<file path="src/rtl/pou_pkg.sv">
`timescale 1ns/1ps
package pou_pkg;
  localparam int GRP_W   = 4;
  localparam int NUM_GRP = 4;
  localparam int PORT_W  = GRP_W * NUM_GRP;
  localparam int NUM_CM  = 4;
  localparam int SEL_W   = $clog2(NUM_CM);
  localparam int CTRL_W  = SEL_W * NUM_GRP;
  localparam int BUS_W   = 8;
  localparam int ADDR_W  = 3;
  localparam int GPB     = BUS_W / GRP_W;

  localparam logic [ADDR_W-1:0] ADR_OUT_LO = 3'd0;
  localparam logic [ADDR_W-1:0] ADR_OUT_HI = 3'd1;
  localparam logic [ADDR_W-1:0] ADR_EN_LO  = 3'd2;
  localparam logic [ADDR_W-1:0] ADR_EN_HI  = 3'd3;
  localparam logic [ADDR_W-1:0] ADR_ND_LO  = 3'd4;
  localparam logic [ADDR_W-1:0] ADR_ND_HI  = 3'd5;
  localparam logic [ADDR_W-1:0] ADR_ND_G2  = 3'd6;
  localparam logic [ADDR_W-1:0] ADR_CTRL   = 3'd7;
endpackage

</file>
<file path="src/rtl/pou_trig_select.sv">
`timescale 1ns/1ps
module pou_trig_select #(
  parameter int NUM_GRP = 4,
  parameter int NUM_CM  = 4,
  parameter int SEL_W   = 2
) (
  input  logic [NUM_CM-1:0]        cm,
  input  logic [NUM_GRP*SEL_W-1:0] sel,
  output logic [NUM_GRP-1:0]       fire
);
  for (genvar g = 0; g < NUM_GRP; g++) begin : g_sel
    assign fire[g] = cm[sel[g*SEL_W +: SEL_W]];
  end
endmodule

</file>
<file path="src/rtl/pou_group.sv">
`timescale 1ns/1ps
module pou_group #(
  parameter int W = 4
) (
  input  logic         clk,
  input  logic         rst,
  input  logic         hold,
  input  logic         fire,
  input  logic         nd_we,
  input  logic         en_we,
  input  logic         out_we,
  input  logic [W-1:0] wd,
  output logic [W-1:0] nd_q,
  output logic [W-1:0] en_q,
  output logic [W-1:0] out_q
);
  logic [W-1:0] load_mask;
  logic [W-1:0] base_val;

  assign load_mask = fire ? en_q : '0;
  assign base_val  = out_we ? wd : out_q;

  always_ff @(posedge clk) begin
    if (rst) begin
      nd_q  <= '0;
      en_q  <= '0;
      out_q <= '0;
    end else if (!hold) begin
      if (nd_we) nd_q <= wd;
      if (en_we) en_q <= wd;
      out_q <= (nd_q & load_mask) | (base_val & ~load_mask);
    end
  end

  assert_reset_clear_R1: assert property (@(posedge clk)
    rst |=> (nd_q == '0 && en_q == '0 && out_q == '0));

  assert_load_enabled_R2: assert property (@(posedge clk) disable iff (rst)
    (fire && !hold) |=> (((out_q ^ $past(nd_q)) & $past(en_q)) == '0));

  assert_keep_disabled_R3: assert property (@(posedge clk) disable iff (rst)
    !out_we |=> (((out_q ^ $past(out_q)) & ~$past(en_q)) == '0));

  assert_write_rest_R8: assert property (@(posedge clk) disable iff (rst)
    (fire && out_we && !hold) |=> (((out_q ^ $past(wd)) & ~$past(en_q)) == '0));

  assert_standby_keep_R9: assert property (@(posedge clk) disable iff (rst)
    hold |=> ($stable(nd_q) && $stable(en_q) && $stable(out_q)));
endmodule

</file>
<file path="src/rtl/pou_bus_if.sv">
`timescale 1ns/1ps
module pou_bus_if
  import pou_pkg::*;
(
  input  logic              we,
  input  logic [ADDR_W-1:0] addr,
  input  logic [PORT_W-1:0] out_all,
  input  logic [PORT_W-1:0] en_all,
  input  logic [PORT_W-1:0] nd_all,
  input  logic [CTRL_W-1:0] sel,
  output logic              shared,
  output logic [NUM_GRP-1:0] out_we,
  output logic [NUM_GRP-1:0] en_we,
  output logic [NUM_GRP-1:0] nd_we,
  output logic              ctrl_we,
  output logic [BUS_W-1:0]  rd_next
);
  localparam logic [GRP_W-1:0] ONES = '1;

  assign shared  = (sel[3*SEL_W +: SEL_W] == sel[2*SEL_W +: SEL_W]);
  assign ctrl_we = we && (addr == ADR_CTRL);

  for (genvar g = 0; g < NUM_GRP; g++) begin : g_dec
    localparam int B = g / GPB;
    assign out_we[g] = we && (addr == ADR_OUT_LO + ADDR_W'(B));
    assign en_we[g]  = we && (addr == ADR_EN_LO + ADDR_W'(B));
    if (g < GPB) begin : g_lo
      assign nd_we[g] = we && (addr == ADR_ND_LO);
    end else if (g == 3) begin : g_three
      assign nd_we[g] = we && (addr == ADR_ND_HI);
    end else begin : g_two
      assign nd_we[g] = we && (addr == (shared ? ADR_ND_HI : ADR_ND_G2));
    end
  end

  always_comb begin
    case (addr)
      ADR_OUT_LO: rd_next = out_all[BUS_W-1:0];
      ADR_OUT_HI: rd_next = out_all[PORT_W-1:BUS_W];
      ADR_EN_LO:  rd_next = en_all[BUS_W-1:0];
      ADR_EN_HI:  rd_next = en_all[PORT_W-1:BUS_W];
      ADR_ND_LO:  rd_next = nd_all[BUS_W-1:0];
      ADR_ND_HI:  rd_next = shared ? nd_all[PORT_W-1:BUS_W]
                                   : {nd_all[3*GRP_W +: GRP_W], ONES};
      ADR_ND_G2:  rd_next = shared ? '0 : {ONES, nd_all[2*GRP_W +: GRP_W]};
      default:    rd_next = sel;
    endcase
  end
endmodule

</file>
<file path="src/rtl/pattern_out_unit.sv">
`timescale 1ns/1ps
module pattern_out_unit
  import pou_pkg::*;
(
  input  logic              clk,
  input  logic              rst,
  input  logic              standby,
  input  logic [NUM_CM-1:0] cm_pulse,
  input  logic [ADDR_W-1:0] bus_addr,
  input  logic              bus_we,
  input  logic [BUS_W-1:0]  bus_wdata,
  output logic [BUS_W-1:0]  bus_rdata,
  output logic [PORT_W-1:0] pattern_out
);
  logic [CTRL_W-1:0]  ctrl_q;
  logic [NUM_GRP-1:0] fire, out_we, en_we, nd_we;
  logic [PORT_W-1:0]  en_all, nd_all, out_all;
  logic               shared, ctrl_we;
  logic [BUS_W-1:0]   rd_next;

  pou_trig_select #(.NUM_GRP(NUM_GRP), .NUM_CM(NUM_CM), .SEL_W(SEL_W)) u_trig (
    .cm(cm_pulse), .sel(ctrl_q), .fire(fire));

  pou_bus_if u_bus (
    .we(bus_we), .addr(bus_addr), .out_all(out_all), .en_all(en_all),
    .nd_all(nd_all), .sel(ctrl_q), .shared(shared), .out_we(out_we),
    .en_we(en_we), .nd_we(nd_we), .ctrl_we(ctrl_we), .rd_next(rd_next));

  for (genvar g = 0; g < NUM_GRP; g++) begin : g_grp
    pou_group #(.W(GRP_W)) u_grp (
      .clk(clk), .rst(rst), .hold(standby), .fire(fire[g]),
      .nd_we(nd_we[g]), .en_we(en_we[g]), .out_we(out_we[g]),
      .wd(bus_wdata[(g % GPB)*GRP_W +: GRP_W]),
      .nd_q(nd_all[g*GRP_W +: GRP_W]),
      .en_q(en_all[g*GRP_W +: GRP_W]),
      .out_q(out_all[g*GRP_W +: GRP_W]));
  end

  always_ff @(posedge clk) begin
    if (rst) begin
      ctrl_q    <= '0;
      bus_rdata <= '0;
    end else begin
      if (ctrl_we && !standby) ctrl_q <= bus_wdata[CTRL_W-1:0];
      bus_rdata <= rd_next;
    end
  end

  assign pattern_out = out_all;

  assert_fire_needs_cm_R4: assert property (@(posedge clk) disable iff (rst)
    (fire != '0) |-> (cm_pulse != '0));

  assert_shared_g2_blank_R6: assert property (@(posedge clk) disable iff (rst)
    (shared && bus_addr == ADR_ND_G2) |=> (bus_rdata == '0));

  assert_split_reserved_R7: assert property (@(posedge clk) disable iff (rst)
    (!shared && bus_addr == ADR_ND_HI) |=> (bus_rdata[GRP_W-1:0] == '1));

  assert_ctrl_standby_R9: assert property (@(posedge clk) disable iff (rst)
    standby |=> $stable(ctrl_q));
endmodule

</file>
<file path="config.mk">
export PLATFORM = sky130hd
export DESIGN_NAME = pattern_out_unit
export DESIGN_NICKNAME = d
export VERILOG_FILES = /design/src/rtl/pou_pkg.sv /design/src/rtl/pou_trig_select.sv /design/src/rtl/pou_group.sv /design/src/rtl/pou_bus_if.sv /design/src/rtl/pattern_out_unit.sv
export SDC_FILE = /design/constraint.sdc
export NUM_CORES = 1
export LEC_CHECK = 0
export BUFFER_PORTS_ARGS = -buffer_cell sky130_fd_sc_hd__buf_2
export CAP_MARGIN = 15
export CORE_UTILIZATION = 50
export CTS_BUF_LIST = sky130_fd_sc_hd__clkbuf_4
export DETAILED_ROUTE_END_ITERATION = 10
export GPL_TIMING_DRIVEN = 0
export PLACE_DENSITY_LB_ADDON = 0.15
export SLEW_MARGIN = 15
export SYNTH_ARGS = -nofsm -noshare
export SYNTH_HDL_FRONTEND = slang
export SYNTH_SLANG_ARGS = --single-unit
export TNS_END_PERCENT = 5
</file>
<file path="constraint.sdc">
create_clock -name clk -period 3.1 [get_ports clk]
set_input_delay 0.62 -clock clk [delete_from_list [all_inputs] [get_ports clk]]
set_output_delay 0.62 -clock clk [all_outputs]
set_load 0.05 [all_outputs]
</file>
==> qor.yml <==
global_routing:
  grt_pass1_wl_um: 16300
  antenna_found_initial: 0
  overflow: 0
  grt.total_usage_pct: 30.2
  grt_max_degree: 11
  grt_pass1_vias: 3145
floorplanning:
  num_rows: 29
  die_area_um2: 7090
  io_pins: 43
  start_util_pct: 52.6
  core-area_um2: 6420
  die_w_um: 84.2
  dieHeight_um: 84.2
drt:
  wl_per_cell_um: 19.4
  drt_iter0_markers: 286
  vias_per_cell: 6.29
  routed_wl_um: 10200
  drc: 8
  detail-route-antenna-nets: 0
  dr_total_vias: 3308
  first_pass_iters: 10
cts:
  clk_pin_slew_worst_paths_ps: 90
  cts_buffer_depth: 2
  clk_latency_ps: 430
  numCtsBuffers: 9
  cts_tree: "built"
  postCtsResizedCells: 0
  cts_setup_buffers: 0
  htree_levels: 3
  clock_sinks: 64
  holdBufCountCts: 0
  root_buffer: "clkbuf_4"
critical_path:
  reg2regPathDepth: 5
  path_class: "primary input to register"
  timing.rr.start: "ctrl_q[6]"
  critPathLaunchType: "primary input"
  critPathMaxStageDelay_ps: 310
  crit_top_cell: "buf_2"
  crit_chain: "buf_2, buf_2, buf_4, mux2i_1, o211ai_1, o21ai_0, a211oi_1"
  critPathTopFamily: "buffers and inverters"
  crit_required_ps: 3390
  arrival_ps: 2140
  cp_max_fo: 10
  critPathSlowestCell: "mux2i_1"
  rrSetupSlack_ps: 1250
  setup.worst_path.end_class: "register"
  path_buf_inv: 3
status:
  outcome: "complete, but fails checks"
  violations: "DRC"
power_and_ir_drop:
  p_clk_share_pct: 30.2
  pwr-share-comb_pct: 14.7
  leakage_nw: 1.41
  seq_power_share_pct: 55.1
  power_density_nw_per_um2: 409
  max-vdd-ir-drop_uv: 299
  p_int_mw: 1.07
  p_sw_share_pct: 30.9
  switchingPower_uw: 478
logic_synthesis:
  ys.flop_type: "dfxtp_1"
  async_reset_ff_share_pct: 0
  synth_fp_nets: 411
  synthCells: 392
  synth_edf_count: 0
  ys_seq_elements: 64
  yosysSeqAreaShare_pct: 37.9
  yosys_warnings: 0
  synth.distinct_cells: 41
  avgSynthCellArea_um2: 8.62
  syn_area_um2: 3380
sta:
  clock.fmax_mhz: 541
  rsz0062_at_grt: "no"
  relSlewSlack_pct: 53.7
  maxSlewViolCount: 0
  tightest_slew_ps: 692
  finalHoldViolations: 0
  post-route-period-util_pct: 59.7
  finClkSkew_ps: 12.3
  period_needed_ps: 1850
  setup_violations: 0
  fin_setup_tns_ps: 0
cells_and_area:
  syn_to_final_growth_pct: 11.9
  fill_cells: 572
  nNetsFinal: 463
  drive_gt1_share_pct: 18.7
  multi_input_area_um2: 1890
  stdcell_count: 526
  mostFrequentLayoutCells: "dfxtp_1 (64), buf_2 (50), nand2_1 (47)"
  antenna_cells: 0
  regArea_um2: 1280
  final_common_cell: "dfxtp_1"
min_path:
  worstHoldPathCells: 2
  worst_hold_path_type: "register to register"
  hold_path_end: "g_grp[2].u_grp.nd_q[2]"
  hp-start: "g_grp[2].u_grp.nd_q[2]"
placement:
  portBuffers: 41
  dp_hpwl_um: 7320
  dp_cells: 510
  gp_congestion: 0.980
run:
  max_cap_viol_count: 0
-- power by group through the flow --
stage                     logic, mW  registers [mW]  clock network (mW)
final                         0.227           0.851               0.467
after CTS                     0.224           0.851               0.476
after floorplan               0.115           0.898                   0
after global placement        0.221           0.869                   0
after global routing          0.242           0.853               0.508
after detailed placement      0.222           0.869                   0
-- cells by family (layout without fill, tap and decap cells) --
| group | after synthesis | after routing | share of synthesized area, % |
|---|---|---|---|
| simple gates | 135 | 135 | 18.5 |
| xor+xnor | 2 | 2 | 0.519 |
| buf+inv | 43 | 100 | 6.15 |
| flops | 64 | 64 | 37.9 |
| mux | 39 | 39 | 13.5 |
| compound gates | 109 | 109 | 23.4 |
-- cell type report --
cell class,instances,share of cell area [%]
plain buffers,30,4.20
clock buffers,10,1.99
clock inverters,6,0.695
inverters,13,1.29
multi-input cells,285,50.0
flip-flops and latches,64,33.9
well taps,77,2.55
repair buffers,41,5.43
-- synth_stat cells, types with 3 or more instances --
cell,count,share of area (%)
o221a_1,9,3.0
dfxtp_1,64,38
nand2b_1,3,0.56
nand2_1,47,5.2
nand3_1,23,3.4
inv_1,13,1.4
a311oi_1,11,2.9
mux2i_1,31,9.2
a22oi_1,5,1.1
o21ai_0,10,1.5
a21oi_1,27,4.0
buf_4,5,1.1
o21a_1,3,0.67
nor2_1,38,4.2
a211oi_2,4,1.5
clkbuf_1,12,1.3
mux4_2,5,3.3
a211oi_1,17,3.8
nor2b_1,13,2.4
nand3b_1,3,0.67
a31oi_1,8,1.5
buf_2,9,1.3
o211ai_1,7,1.6
-- how the worst max path moves through the flow --
stage / start / to / slack (ps) / cells after the start
after CTS: ctrl_q[4] / register / 1250 / 5
after global routing: bus_addr[0] / register / 1130 / 6
after global placement: bus_addr[2] / bus_rdata[2] / 840 / 7
after detailed placement: bus_addr[2] / bus_rdata[2] / 880 / 7
final: bus_addr[2] / bus_rdata[2] / 1250 / 7
after floorplan: cm_pulse[3] / register / 1250 / 5
-- through the flow --
stage          util [%]  area, um^2  hold slack (ps)  setup WS [ps]  power (mW)
2_1_floorplan         -        3380              447           1250        1.01
3_3_place_gp       57.3        3680              468            842        1.09
3_5_place_dp       57.3        3680              478            877        1.09
4_1_cts            58.9        3780              491           1250        1.55
5_1_grt            58.9        3780              522           1130        1.60
6_report           58.9        3780              490           1250        1.55
-- routing by layer --
layer	wire, um	vias up	GRT usage (%)
met5	0	-	0
met4	352	0	16.9
met3	749	35	6.78
met2	4630	151	47.2
met1	4490	1589	38.8
li1	-	1533	-
-- tightest hold or removal path, cell delays in order (launching register included) --
cell and delay, ps:
dfxtp_1 330, nand2_1 60, mux2i_1 60
Power figures use the tool's default switching activity.
